[src/rtl/quad_front_pkg.sv]
package quad_front_pkg;

  typedef enum logic [1:0] {
    RES_X1  = 2'd0,
    RES_X2  = 2'd1,
    RES_X4  = 2'd2,
    RES_RSV = 2'd3
  } resT;

  // Samples handed from the input front end to the decode control
  typedef struct packed {
    logic fltA;      // filtered A, current
    logic fltB;      // filtered B, current
    logic prvA;      // filtered A, one sample older
    logic prvB;      // filtered B, one sample older
    logic rawA;      // synchronized A, unfiltered
    logic rawAPrev;  // synchronized A, one sample older
    logic rawB;      // synchronized B, unfiltered
    logic idx;       // synchronized index
  } sampleT;

endpackage

[src/rtl/quad_front_input.sv]
module quad_front_input
  import quad_front_pkg::*;
#(
  parameter int SYNC_DEPTH  = 2,
  parameter int FILTER_TAPS = 3
) (
  input  logic   clk,
  input  logic   rstN,
  input  logic   encA,
  input  logic   encB,
  input  logic   encIdx,
  output sampleT smp
);

  localparam int MAJ = FILTER_TAPS / 2 + 1;
  localparam int CW  = $clog2(FILTER_TAPS + 1);

  logic [SYNC_DEPTH-1:0]  syncA, syncB, syncI;
  logic [FILTER_TAPS-1:0] winA, winB;
  logic                   fltA, fltB, prvA, prvB;
  logic [CW-1:0]          onesA, onesB;

  always_ff @(posedge clk or negedge rstN) begin
    if (!rstN) begin
      syncA <= '0;
      syncB <= '0;
      syncI <= '1;
    end else begin
      syncA <= {syncA[SYNC_DEPTH-2:0], encA};
      syncB <= {syncB[SYNC_DEPTH-2:0], encB};
      syncI <= {syncI[SYNC_DEPTH-2:0], encIdx};
    end
  end

  always_ff @(posedge clk or negedge rstN) begin
    if (!rstN) begin
      winA <= '0;
      winB <= '0;
    end else begin
      winA <= {winA[FILTER_TAPS-2:0], syncA[SYNC_DEPTH-1]};
      winB <= {winB[FILTER_TAPS-2:0], syncB[SYNC_DEPTH-1]};
    end
  end

  assign onesA = CW'($countones(winA));
  assign onesB = CW'($countones(winB));

  always_ff @(posedge clk or negedge rstN) begin
    if (!rstN) begin
      fltA <= 1'b0;
      fltB <= 1'b0;
      prvA <= 1'b0;
      prvB <= 1'b0;
    end else begin
      fltA <= (onesA >= CW'(MAJ));
      fltB <= (onesB >= CW'(MAJ));
      prvA <= fltA;
      prvB <= fltB;
    end
  end

  always_comb begin
    smp.fltA     = fltA;
    smp.fltB     = fltB;
    smp.prvA     = prvA;
    smp.prvB     = prvB;
    smp.rawA     = syncA[SYNC_DEPTH-1];
    smp.rawAPrev = winA[0];
    smp.rawB     = syncB[SYNC_DEPTH-1];
    smp.idx      = syncI[SYNC_DEPTH-1];
  end

endmodule

[src/rtl/quad_front_ctrl.sv]
module quad_front_ctrl
  import quad_front_pkg::*;
(
  input  logic       clk,
  input  logic       rstN,
  input  sampleT     smp,
  input  logic       quadMode,
  input  logic [1:0] resSel,
  input  logic       idxSync,
  input  logic       idxPolarity,
  input  logic       clrNoise,
  output logic       countEn,
  output logic       countUp,
  output logic       dirUp,
  output logic       noiseErr,
  output logic       idxEvent
);

  resT  resEff;
  logic chgA, chgB, illegal, stepNext, upNext;
  logic syncEff, idxAct, idxNext;

  always_comb begin
    resEff = quadMode ? resT'(resSel) : RES_X1;
    if (resEff == RES_RSV) resEff = RES_X1;
    chgA     = smp.fltA ^ smp.prvA;
    chgB     = smp.fltB ^ smp.prvB;
    illegal  = 1'b0;
    stepNext = 1'b0;
    upNext   = 1'b0;
    if (quadMode) begin
      if (chgA && chgB) begin
        illegal = 1'b1;
      end else if (chgA) begin
        upNext   = smp.fltA ^ smp.fltB;
        stepNext = (resEff != RES_X1) || !smp.fltB;
      end else if (chgB) begin
        upNext   = ~(smp.fltA ^ smp.fltB);
        stepNext = (resEff == RES_X4);
      end
    end else begin
      stepNext = smp.rawA & ~smp.rawAPrev;
      upNext   = smp.rawB;
    end
    syncEff = quadMode & idxSync;
    idxAct  = (syncEff && idxPolarity) ? smp.idx : ~smp.idx;
    idxNext = syncEff ? (idxAct & stepNext) : idxAct;
  end

  always_ff @(posedge clk or negedge rstN) begin
    if (!rstN) begin
      countEn  <= 1'b0;
      countUp  <= 1'b0;
      dirUp    <= 1'b1;
      noiseErr <= 1'b0;
      idxEvent <= 1'b0;
    end else begin
      countEn  <= stepNext;
      countUp  <= stepNext & upNext;
      if (stepNext) dirUp <= upNext;
      if (illegal) noiseErr <= 1'b1;
      else if (clrNoise) noiseErr <= 1'b0;
      idxEvent <= idxNext;
    end
  end

endmodule

[src/rtl/quad_front.sv]
module quad_front
  import quad_front_pkg::*;
#(
  parameter int SYNC_DEPTH  = 2,
  parameter int FILTER_TAPS = 3
) (
  input  logic       clk,
  input  logic       rstN,
  input  logic       encA,
  input  logic       encB,
  input  logic       encIdx,
  input  logic       quadMode,
  input  logic [1:0] resSel,
  input  logic       idxSync,
  input  logic       idxPolarity,
  input  logic       clrNoise,
  output logic       countEn,
  output logic       countUp,
  output logic       dirUp,
  output logic       noiseErr,
  output logic       idxEvent
);

  sampleT smp;

  quad_front_input #(
    .SYNC_DEPTH (SYNC_DEPTH),
    .FILTER_TAPS(FILTER_TAPS)
  ) input_i (
    .clk   (clk),
    .rstN  (rstN),
    .encA  (encA),
    .encB  (encB),
    .encIdx(encIdx),
    .smp   (smp)
  );

  quad_front_ctrl ctrl_i (
    .clk        (clk),
    .rstN       (rstN),
    .smp        (smp),
    .quadMode   (quadMode),
    .resSel     (resSel),
    .idxSync    (idxSync),
    .idxPolarity(idxPolarity),
    .clrNoise   (clrNoise),
    .countEn    (countEn),
    .countUp    (countUp),
    .dirUp      (dirUp),
    .noiseErr   (noiseErr),
    .idxEvent   (idxEvent)
  );

endmodule

[config.mk]
export PLATFORM = sky130hd
export DESIGN_NAME = quad_front
export DESIGN_NICKNAME = d
export VERILOG_FILES = /design/src/rtl/quad_front_pkg.sv /design/src/rtl/quad_front_input.sv /design/src/rtl/quad_front_ctrl.sv /design/src/rtl/quad_front.sv
export SDC_FILE = /design/constraint.sdc
export NUM_CORES = 1
export LEC_CHECK = 0
export BUFFER_PORTS_ARGS = -buffer_cell sky130_fd_sc_hd__buf_2
export CORE_AREA = 2 2 41 43
export CTS_CLUSTER_DIAMETER = 60
export DETAILED_ROUTE_END_ITERATION = 16
export DIE_AREA = 0 0 43 45
export PLACE_DENSITY = 0.75
export SKIP_LAST_GASP = 1
export SLEW_MARGIN = 25
export SYNTH_ARGS = -nofsm -noshare
export SYNTH_HDL_FRONTEND = slang
export SYNTH_SLANG_ARGS = --single-unit
[constraint.sdc]
create_clock -name clk -period 3.68 [get_ports clk]
set_clock_uncertainty 0.15 [all_clocks]
set_input_delay 0.184 -clock clk [delete_from_list [all_inputs] [get_ports clk]]
set_output_delay 0.184 -clock clk [all_outputs]
set_load 0.01 [all_outputs]
; ---- Word-level counts from Yosys, hierarchy flattened
; Cells that the tools add are included.
[totals]
regBits = 21
input_bits = 11
elab_cells = 54
out_inout_bits = 5
[op_classes]
mux = 16
n_eq_ne = 2
add_sub_neg = 4
n_bitwise = 10
n_reduce_logical = 6
magnitude_cmp = 2
[ops]
columns = cell, n
row1 = $mux 1, 14
row2 = $add 1x1->2, 2
row3 = $add 2x1->2, 2
row4 = $and 1x1->1, 4
row5 = $eq 2x2->1 const B, 2
row6 = $ge 2x2->1 const B, 2
row7 = $mux 2, 2
row8 = $reduce_bool 2->1, 2
row9 = $not 1->1, 3
row10 = $xor 1x1->1, 3
row11 = $logic_and 1x1->1, 2
row12 = $logic_not 1->1, 1
row13 = $logic_or 1x1->1, 1

; ---- Logic depth before layout (Yosys ltp)
; Gate-level depths: netlist (run 1).
[logic_depth]
ltp_word = 10
depth_mapped = 7
ltp_nobuf = 6

; ---- Cells and area by module
; A second synthesis (run 1) with hierarchy kept.
[unflattened]
hier_cells = 70
area_unflattened_um2 = 898.4
[by_module_without_submodules]
columns = module, cells_each, seq_area_each_um2, area_each_um2, n_inst
row1 = quad_front_input, 28, 402.9, 503.0, 1
row2 = quad_front_ctrl, 42, 126.4, 395.4, 1

; ---- Worst setup path after synthesis (run 1)
; No wires, ideal clock.
[synth_timing]
path_type = input-to-reg
start = input quadMode
end = register ctrl_i.dirUp
t_arrival_ns = 1.464
setup_time_ns = 0.082
required_ns = 3.448
stages = 7
path_slack_ns = 1.984
n_path_buf = 1
path_cell_list = buf_2 and2_1 ha_1 and3b_1 o21ai_1 o21ai_2 mux2_4
[synth_between]
elab_chain_cells = 8
elab_cells_between_ends = 11
classes_between = 2 x eq/ne / 7 x mux / 2 x reduce/logical
[synth_rtl]
columns = element, line
row1 = "start, declared", quad_front.sv:12  ; input logic quadMode,
row2 = $mux 2, quad_front_ctrl.sv:24  ; resEff = quadMode ? resT'(resSel) : RES_X1;
row3 = $eq 2x2->1, quad_front_ctrl.sv:25  ; if (resEff == RES_RSV) resEff = RES_X1;
row4 = $mux 2, quad_front_ctrl.sv:25
row5 = $eq 2x2->1 / $reduce_bool 2->1 (equally long branches), "quad_front_ctrl.sv:39, quad_front_ctrl.sv:36"
row6 = $mux 1 / $logic_or 1x1->1 (equally long branches), "quad_front_ctrl.sv:37, quad_front_ctrl.sv:36"
row7 = $mux 1, quad_front_ctrl.sv:34  ; end else if (chgA) begin
row8 = $mux 1, quad_front_ctrl.sv:32  ; if (chgA && chgB) begin
row9 = $mux 1 *, quad_front_ctrl.sv:31  ; if (quadMode) begin
row10 = net ctrl_i.stepNext, quad_front_ctrl.sv:20  ; logic chgA, chgB, illegal, stepNext, upNext;
row11 = "end signal, assigned", quad_front_ctrl.sv:60  ; if (stepNext) dirUp <= upNext;
row12 = "end, declared", quad_front_ctrl.sv:14  ; output logic dirUp,
; Mark *: on every way through the listed nets, which the timed path passes. The rest lies on a longest branch.
; A chain may end at the register's enable or synchronous reset.

; ---- Final worst setup path (run 1)
[layout_timing]
start = register input_i.prvB
end = register ctrl_i.dirUp
[layout_between]
elab_chain_cells = 5
elab_cells_between_ends = 10
classes_between = 8 x mux / 1 x bitwise / 1 x reduce/logical
[layout_rtl]
columns = element, line
row1 = "start, declared", quad_front_input.sv:20  ; logic fltA, fltB, prvA, prvB;
row2 = "start signal, assigned", quad_front_input.sv:58  ; prvB <= fltB;
row3 = $xor 1x1->1 *, quad_front_ctrl.sv:27  ; chgB = smp.fltB ^ smp.prvB;
row4 = $mux 1, quad_front_ctrl.sv:37  ; end else if (chgB) begin
row5 = $mux 1, quad_front_ctrl.sv:34
row6 = $mux 1 *, quad_front_ctrl.sv:32
row7 = $mux 1 *, quad_front_ctrl.sv:31
row8 = net ctrl_i.stepNext, quad_front_ctrl.sv:20
; Marks and branches as above.

==> results.json, run 1 <==
{
  "power_uw": 435,
  "postLayoutCellArea_um2": 946,
  "r2r-start": "input_i.prvB",
  "hold_violations": 0,
  "cp_max_fo": 4,
  "fp.dieW_um": 43,
  "relSlewSlack_pct": 70.9,
  "cp-startpoint": "input_i.prvB",
  "num_rows": 14,
  "power_density_nw_per_um2": 460,
  "clock_path_buffers": 2,
  "numCtsBuffers": 3,
  "cp.depth": 4,
  "async_flop_share_pct": 100,
  "multi_input_area_um2": 234,
  "grt_use_total_pct": 12.9,
  "slew_viol_final": 0,
  "wl_met1_um": 551,
  "cp-endpoint": "ctrl_i.dirUp",
  "highest_layer": "met3",
  "final-seq-area_um2": 529,
  "critPathKind": "reg2reg",
  "synth.avg_cell_area_um2": 14.2,
  "ys_types": 24,
  "tightest_slew_ns": 0.437,
  "fin_crit_sh_pct": 41.5,
  "drt_wl_total_um": 1110,
  "synth_top_area_share_pct": 57.8,
  "cts_tree": "yes",
  "h-tree-depth": 1,
  "netlist_area_um2": 779,
  "die-area_um2": 1940,
  "critPathLaunchType": "flop",
  "synth_top_area_cell": "dfrtp_1",
  "grt_pass1_vias": 452,
  "port_buffers": 15,
  "fillCellCount": 118,
  "reg2reg_setup_slack_ns": 2.15,
  "dpl.hpwl_um": 800,
  "antenna_found_initial": 0,
  "path_buf_inv": 0,
  "n_antenna_cell": 0,
  "period_needed_ns": 1.53,
  "io_pins": 16,
  "worstPathRequired_ns": 3.75,
  "gr-total-overflow": 0,
  "wl_per_cell_um": 11.8,
  "place_congestion": 0.702,
  "syn_inst": 55,
  "hold_class": "in2reg",
  "drive_above_1_share_pct": 32.1,
  "maxCapViolCount": 0,
  "fin_nets": 93,
  "wl_met3_um": 45,
  "met2_length_um": 514,
  "status": "complete, no violations",
  "start_util_pct": 53.0,
  "r2r_cells": 4,
  "syn2layout_area_growth_pct": 21.3,
  "drt_iter0_markers": 3,
  "cpMaxStageDelayCell": "dfrtp_1",
  "path_clk_slew_ns": 0.11,
  "ir_worst_vdd_mv": 0.320,
  "setup_viol": 0,
  "clock-root-buffer": "clkbuf_4",
  "core_area_um2": 1470,
  "drc": 0,
  "cp_top_family": "flip-flops",
  "rsz0062_at_grt": "no",
  "drtPass1Iterations": 4,
  "cts.sinks": 21,
  "path_cells": "xor2_1 > a41oi_2 > o21ai_2 > mux2_4",
  "synthesis.nets": 69,
  "grt_max_degree": 22,
  "synth_edf_count": 0,
  "ys_warn_count": 0,
  "finalSetupTns_ns": 0,
  "fp.dieH_um": 45,
  "synth.area.top_cells": "dfrtp_1, dfstp_2, ha_1",
  "leakagePower_nw": 0.474,
  "r2r-end": "ctrl_i.dirUp",
  "cp_slowest_stage_delay_ns": 0.46,
  "worstPathArrival_ns": 1.60,
  "end_kind": "flop",
  "routed_via_density": 4.96,
  "max_freq_mhz": 655,
  "synth_seq_cells": 21,
  "vias": 466,
  "ant_nets": 0,
  "seq_area_frac_synth_pct": 67.9,
  "placed_cell_area_um2": 870,
  "grt_first_pass_wirelength_um": 1850,
  "synth_top_flop_cell": "dfrtp_1",
  "clock_latency_ns": 0.29
}
==> flip-flops by register name (all words and copies together), names as in the netlist, 2 cells and up <==
signal,cells
input_i.syncB,2
input_i.winA,3
input_i.syncI,2
input_i.winB,3
input_i.syncA,2
==> area by class of cell <==
cell class	instances	share of cell area, %
Inverter	3	1.19
Tap cell	16	2.12
Timing Repair Buffer	20	13.2
Multi-Input combinational cell	30	24.7
Sequential cell	21	56.0
Clock buffer	4	2.78
==> metal layers <==
metal | global-route usage [%] | up-vias
li1 | - | 236
met1 | 18.1 | 219
met2 | 20.0 | 11
met3 | 2.40 | 0
met4 | 5.45 | 0
met5 | 0 | -
==> Yosys cell counts, types with 2 or more instances <==
cell,instances
dfrtp_1,18
a21o_1,3
dfstp_2,3
ha_1,3
inv_1,3
xor2_1,3
nand2_1,2
nand3_1,2
o21ai_0,2
xnor2_1,2
==> power by group <==
group	switching, mW	internal, mW
combinational	0.0313	0.0337
sequential	0.0131	0.254
clock	0.0610	0.0421
==> cells by family (layout without fill, tap and decap cells) <==
logic type | after synthesis | count (layout) | synth area share, %
muxes | 1 | 1 | 1.93
buffers and inverters | 4 | 27 | 2.09
xor gates and xnor gates | 5 | 5 | 5.62
DFF | 21 | 21 | 67.9
adders and majority gates | 3 | 3 | 4.82
and+or+nand+nor | 11 | 11 | 8.19
AOI/OAI and AO/OA | 10 | 10 | 9.47
==> worst register-to-register path, delay by kind of cell (launching register included) <==
kind | cells | cell delay (ns)
AO/OA/AOI/OAI | 2 | 0.26
multiplexers | 1 | 0.31
XOR/XNOR | 1 | 0.28
flip-flops | 1 | 0.46
==> through the flow <==
| stage | instances | setup WS (ns) | util [%] | hold slack, ns |
|---|---|---|---|---|
| global route | 94 | 2.05 | 64.3 | 0.0986 |
| CTS | 94 | 2.17 | 64.3 | 0.0714 |
| detailed placement | 85 | 1.90 | 59.1 | 0.00776 |
| floorplan | 55 | 1.98 | - | -0.262 |
| finish | 94 | 2.15 | 64.3 | 0.0794 |
| global placement | 85 | 1.93 | 59.1 | 0.000829 |
==> timing repair <==
item	4_1_cts	5_1_grt
resized for setup	0	0
hold buffers	5	0
endpoints found under the hold margin	22	0
buffers inserted	0	0
==> worst min-delay path by stage <==
stage | startpoint | end | slack, ns | depth (start not counted)
floorplan | rstN | ctrl_i.countEn | -0.26 | 0
global placement | rstN | input_i.winB[1] | 0.0008 | 1
detailed placement | rstN | input_i.syncB[0] | 0.008 | 1
CTS | idxSync | ctrl_i.idxEvent | 0.07 | 3
global route | idxSync | ctrl_i.idxEvent | 0.1 | 3
finish | idxSync | ctrl_i.idxEvent | 0.08 | 3
==> cells in the final DEF (no fill, tap or decap) <==
master,netlist,final
dfrtp_1,18,18
buf_2,1,15
dlygate4sd3_1,0,5
a21o_1,3,3
inv_1,3,3
xor2_1,3,3
ha_1,3,3
clkbuf_4,0,3
dfstp_2,3,3
nand2_1,2,2
xnor2_1,2,2
nand3_1,2,2
o21ai_0,2,2
and2_1,1,1
and3b_1,1,1
nor2_1,1,1
o21ai_1,1,1
nor3b_1,1,1
a41oi_2,1,1
o21ai_2,1,1
nand4_1,1,1
a21oi_1,1,1
nor2b_1,1,1
a31oi_1,1,1
and2_2,1,1
mux2_4,1,1
clkbuf_1,0,1
(Power assumes the default switching activity.)
==> run 2, diff against run 1 <==
- CORE_AREA: 2 2 41 43 -> 2 2 43 45
- DIE_AREA: 0 0 43 45 -> 0 0 45 47
- PLACE_DENSITY: 0.75 -> 0.69
- clock period: 3.68 -> 1.5 ns (I/O delays scaled with it)
==> run 2 against run 1 <==
Against the previous run: non-clock buffer count up 7; sequential power up 150%; combinational power rose to 3.1 times the previous value; first-iteration DRC count unchanged; die area up 9.3%; critical path depth up 1; clock-buffer cell count unchanged; total power rose to 2.6 times the previous value; final cell count up 8.5%; hold slack better by 0.0037 ns; fmax up 4.1%; critical path type unchanged.
==> results.json, run 2 (synthesis gave the netlist of run 1 again) <==
{
  "cts.sinks": 21,
  "status": "complete, no violations",
  "critPathLaunchType": "flop",
  "fin_nets": 100,
  "drt_wl_total_um": 1220,
  "tightest_slew_ns": 0.436,
  "gr-total-overflow": 0,
  "fillCellCount": 132,
  "mostFrequentLayoutCell": "buf_2",
  "grt_use_total_pct": 13.7,
  "numCtsBuffers": 3,
  "routed_via_density": 4.84,
  "hold_start": "quadMode",
  "hold_depth": 4,
  "ant_nets": 0,
  "core_area_um2": 1650,
  "drive_above_1_share_pct": 45.9,
  "leakagePower_nw": 0.513,
  "io_pins": 16,
  "end_kind": "flop",
  "critPathKind": "reg2reg",
  "setup_viol": 0,
  "drtPass1Iterations": 2,
  "final_cell_mix": "buf_2, dfrtp_1, dlygate4sd3_1",
  "syn2layout_area_growth_pct": 35.6,
  "worstPathArrival_ns": 1.55,
  "num_rows": 15,
  "max_freq_mhz": 682,
  "power_density_nw_per_um2": 1060,
  "die-area_um2": 2120,
  "antenna_found_initial": 0,
  "cp_max_fo": 3,
  "drt_iter0_markers": 3,
  "place_congestion": 0.736,
  "vias": 494,
  "clock_path_buffers": 2,
  "path_clk_slew_ns": 0.10,
  "final-seq-area_um2": 534,
  "grt_pass1_vias": 491,
  "start_util_pct": 47.2,
  "reg2reg_setup_slack_ns": 0.03,
  "hold_slack_ns": 0.0832,
  "grt_max_degree": 22,
  "finalSetupTns_ns": 0,
  "h-tree-depth": 1,
  "r2r-end": "ctrl_i.dirUp",
  "worstPathRequired_ns": 1.58,
  "rsz0062_at_grt": "yes",
  "clock_latency_ns": 0.29,
  "fin_crit_sh_pct": 97.8,
  "cts_tree": "yes",
  "fp.dieW_um": 45,
  "hold_class": "in2reg",
  "fp.dieH_um": 47,
  "r2r_cells": 5,
  "dpl.hpwl_um": 817,
  "drc": 0,
  "period_needed_ns": 1.47,
  "multi_input_area_um2": 275,
  "clock-root-buffer": "clkbuf_4",
  "relSlewSlack_pct": 70.9,
  "ir_worst_vdd_mv": 0.544,
  "r2r-start": "input_i.fltA",
  "hold_violations": 0,
  "slew_viol_final": 0,
  "port_buffers": 15,
  "top_regs": "input_i.winA (3), input_i.winB (3)",
  "maxCapViolCount": 0,
  "holdPathEnd": "ctrl_i.countEn",
  "grt_first_pass_wirelength_um": 2000,
  "wl_per_cell_um": 12.0,
  "n_antenna_cell": 0
}
[run 2: cell types whose count changed in the layout (fill, tap and decap cells not counted), sizes merged]
cell and change:
dlygate4sd3 +3, buf +4
[run 2: power breakdown]
group	switching (mW)	internal [mW]
registers	0.0357	0.626
logic	0.0879	0.116
clock network	0.150	0.103
total	0.274	0.845
[run 2: timing repair]
item,4_1_cts,5_1_grt
setup endpoints to repair,1,2
endpoints found under the hold margin,26,0
hold buffers,8,0
buffers inserted,0,1
gates resized for setup,3,5
pin swaps,0,4
[run 2: worst max-delay path by stage]
stage / from / slack (ns) / end / cells after the start
floorplan: quadMode / 0.006 / ctrl_i.dirUp / 7
global placement: quadMode / -0.03 / ctrl_i.dirUp / 7
detailed placement: quadMode / -0.05 / ctrl_i.dirUp / 7
CTS: input_i.fltA / 0.007 / ctrl_i.dirUp / 5
global route: input_i.fltA / -0.03 / ctrl_i.dirUp / 5
finish: input_i.fltA / 0.03 / ctrl_i.dirUp / 5
[run 2: critical path, cell delays in order (launching register included)]
cell	delay [ns]
dfrtp_2	0.46
buf_6	0.13
xor2_1	0.14
a31oi_1	0.18
inv_1	0.08
mux2_4	0.26
[run 2: final cells by class]
class                      count  share of cell area, %
multi-input combinational     30                   26.0
inverter                       3                   1.07
sequential                    21                   50.5
timing repair buffer          27                   17.9
tap                           17                   2.01
clock buffer                   4                   2.49
[run 2: routing by layer]
| layer | routed length [µm] | global-route usage (%) |
|---|---|---|
| met1 | 561 | 16.5 |
| met2 | 594 | 22.0 |
| met3 | 55 | 2.31 |
| met4 | 12 | 10.6 |
| met5 | 0 | 0 |
[run 2: stage by stage]
step           total power [mW]  setup slack, ns  area, µm²  cells  utilization (%)
5_1_grt                    1.19          -0.0313       1060    102             64.0
3_5_place_dp              0.839          -0.0505        912     89             55.2
3_3_place_gp              0.835          -0.0342        912     89             55.2
4_1_cts                    1.13          0.00656       1030    101             62.7
2_1_floorplan             0.766          0.00646        808     55                -
6_report                   1.12           0.0337       1060    102             64.0
==> run 3, diff against run 2 <==
- CELL_PAD_IN_SITES_DETAIL_PLACEMENT: unset -> 1
- CELL_PAD_IN_SITES_GLOBAL_PLACEMENT: unset -> 1
- CORE_AREA: 2 2 43 45 -> 2 2 47 49
- DIE_AREA: 0 0 45 47 -> 0 0 49 51
- PLACE_DENSITY: 0.69 -> 0.7
==> run 3 against run 2 <==
Against the previous run: routed wire length up 25%; critical path type unchanged; sequential power about the same; critical endpoint is now ctrl_i.countUp; core utilization down 11 points; worst setup slack worse by 0.022 ns; die area up 18%; final cell count up 14%; largest cell class unchanged; clock power about the same; via count up 6.7%.
==> results.json, run 3 (synthesis gave the netlist of run 1 again) <==
{
  "status": "complete, no violations",
  "port_buffers": 15,
  "critPathLaunchType": "flop",
  "maxCapViolCount": 0,
  "io_pins": 16,
  "cp-startpoint": "input_i.prvB",
  "hold_class": "in2reg",
  "grt_use_total_pct": 14.5,
  "h-tree-depth": 1,
  "r2r_cells": 5,
  "leakagePower_nw": 0.531,
  "drive_above_1_share_pct": 46.6,
  "rsz0062_at_grt": "yes",
  "fp.dieW_um": 49,
  "hold_violations": 0,
  "n_antenna_cell": 0,
  "max_freq_mhz": 672,
  "fillCellCount": 227,
  "dpl.hpwl_um": 1090,
  "pre_cts_slack_ns": -0.0667,
  "grt_pass1_vias": 556,
  "fin_nets": 103,
  "multi_input_area_um2": 275,
  "slew_viol_final": 0,
  "cp_max_fo": 4,
  "r2r-end": "ctrl_i.countUp",
  "hold_depth": 4,
  "clock-root-buffer": "clkbuf_4",
  "fin_crit_sh_pct": 99.2,
  "grt_first_pass_wirelength_um": 2640,
  "routed_via_density": 4.54,
  "grt_use_met1_pct": 18.1,
  "vias": 527,
  "worstPathArrival_ns": 1.53,
  "setup_slack_ns": 0.0121,
  "period_needed_ns": 1.49,
  "clock_latency_ns": 0.29,
  "drc": 0,
  "ant_nets": 0,
  "cp-endpoint": "ctrl_i.countUp",
  "power_density_nw_per_um2": 1040,
  "fp.dieH_um": 51,
  "cts.sinks": 21,
  "num_rows": 17,
  "final-seq-area_um2": 532,
  "drtPass1Iterations": 4,
  "numCtsBuffers": 3,
  "grt_util_met2_pct": 24.4,
  "critPathKind": "reg2reg",
  "busiest_layer": "met2",
  "grt_max_degree": 22,
  "final_cell_mix": "dfrtp_1, buf_2, dlygate4sd3_1, buf_4",
  "start_util_pct": 37.8,
  "antenna_found_initial": 0,
  "tightest_slew_ns": 0.439,
  "r2r-start": "input_i.prvB",
  "drt_iter0_markers": 5,
  "wl_per_cell_um": 13.1,
  "ir_worst_vdd_mv": 0.695,
  "drt_wl_total_um": 1530,
  "die-area_um2": 2500,
  "cts_tree": "yes",
  "top_regs": "input_i.winA (3), input_i.winB (3)",
  "clock_path_buffers": 2,
  "end_kind": "flop",
  "mostFrequentLayoutCell": "dfrtp_1",
  "syn2layout_area_growth_pct": 39.6,
  "core_area_um2": 2060,
  "reg2reg_setup_slack_ns": 0.01,
  "setup_viol": 0,
  "final_util_pct": 52.8,
  "worstPathRequired_ns": 1.54,
  "gr-total-overflow": 0,
  "relSlewSlack_pct": 70.8,
  "path_clk_slew_ns": 0.10,
  "use_met3_pct": 2.92,
  "place_congestion": 0.761
}
[run 3: worst min path at each step]
stage	startpoint	endpoint	slack, ns
finish	quadMode	ctrl_i.noiseErr	0.08
global route	quadMode	ctrl_i.idxEvent	0.11
detailed placement	rstN	ctrl_i.countEn	-0.10
global placement	rstN	ctrl_i.idxEvent	-0.11
CTS	idxPolarity	ctrl_i.idxEvent	0.004
floorplan	rstN	ctrl_i.countEn	-0.37
[run 3: final cells by class]
class | instances | share of cell area [%]
flip-flops and latches | 21 | 48.9
multi-input cells | 30 | 25.3
well taps | 28 | 3.22
inverters | 3 | 1.03
repair buffers | 30 | 19.2
clock buffers | 4 | 2.41
[run 3: worst max-delay path, cell delays in order (launching register included)]
cell,delay [ns]
dfrtp_1,0.44
xor2_2,0.20
a41oi_2,0.18
o21ai_2,0.10
buf_4,0.15
and2_2,0.16
[run 3: routing by layer]
metal	routed length (µm)	share of wire [%]
met1	577	38
met2	904	59
met3	24	1.6
met4	18	1.2
met5	0	0
[run 3: timing repair]
item,CTS,global route
endpoints found under the hold margin,26,1
pin swaps,2,3
setup endpoints to repair,1,2
gates cloned,0,0
hold buffers,6,1
buffers inserted,1,1
gates resized for setup,4,2
[run 3: stage by stage]
step	instances	instance area [µm²]	hold WS [ns]	TNS, ns	total power, mW
final	116	1090	0.0837	0	1.13
after CTS	114	1070	0.00392	0	1.14
after global placement	103	948	-0.111	-0.0402	0.846
after detailed placement	103	948	-0.104	-0.0667	0.856
after global routing	116	1090	0.114	-0.0806	1.21
after floorplan	55	808	-0.371	0	0.766
[run 3: power breakdown]
| group | switching, mW | internal [mW] |
|---|---|---|
| Combinational | 0.0959 | 0.124 |
| Sequential | 0.0357 | 0.625 |
| Clock | 0.148 | 0.103 |
| Total | 0.279 | 0.852 |
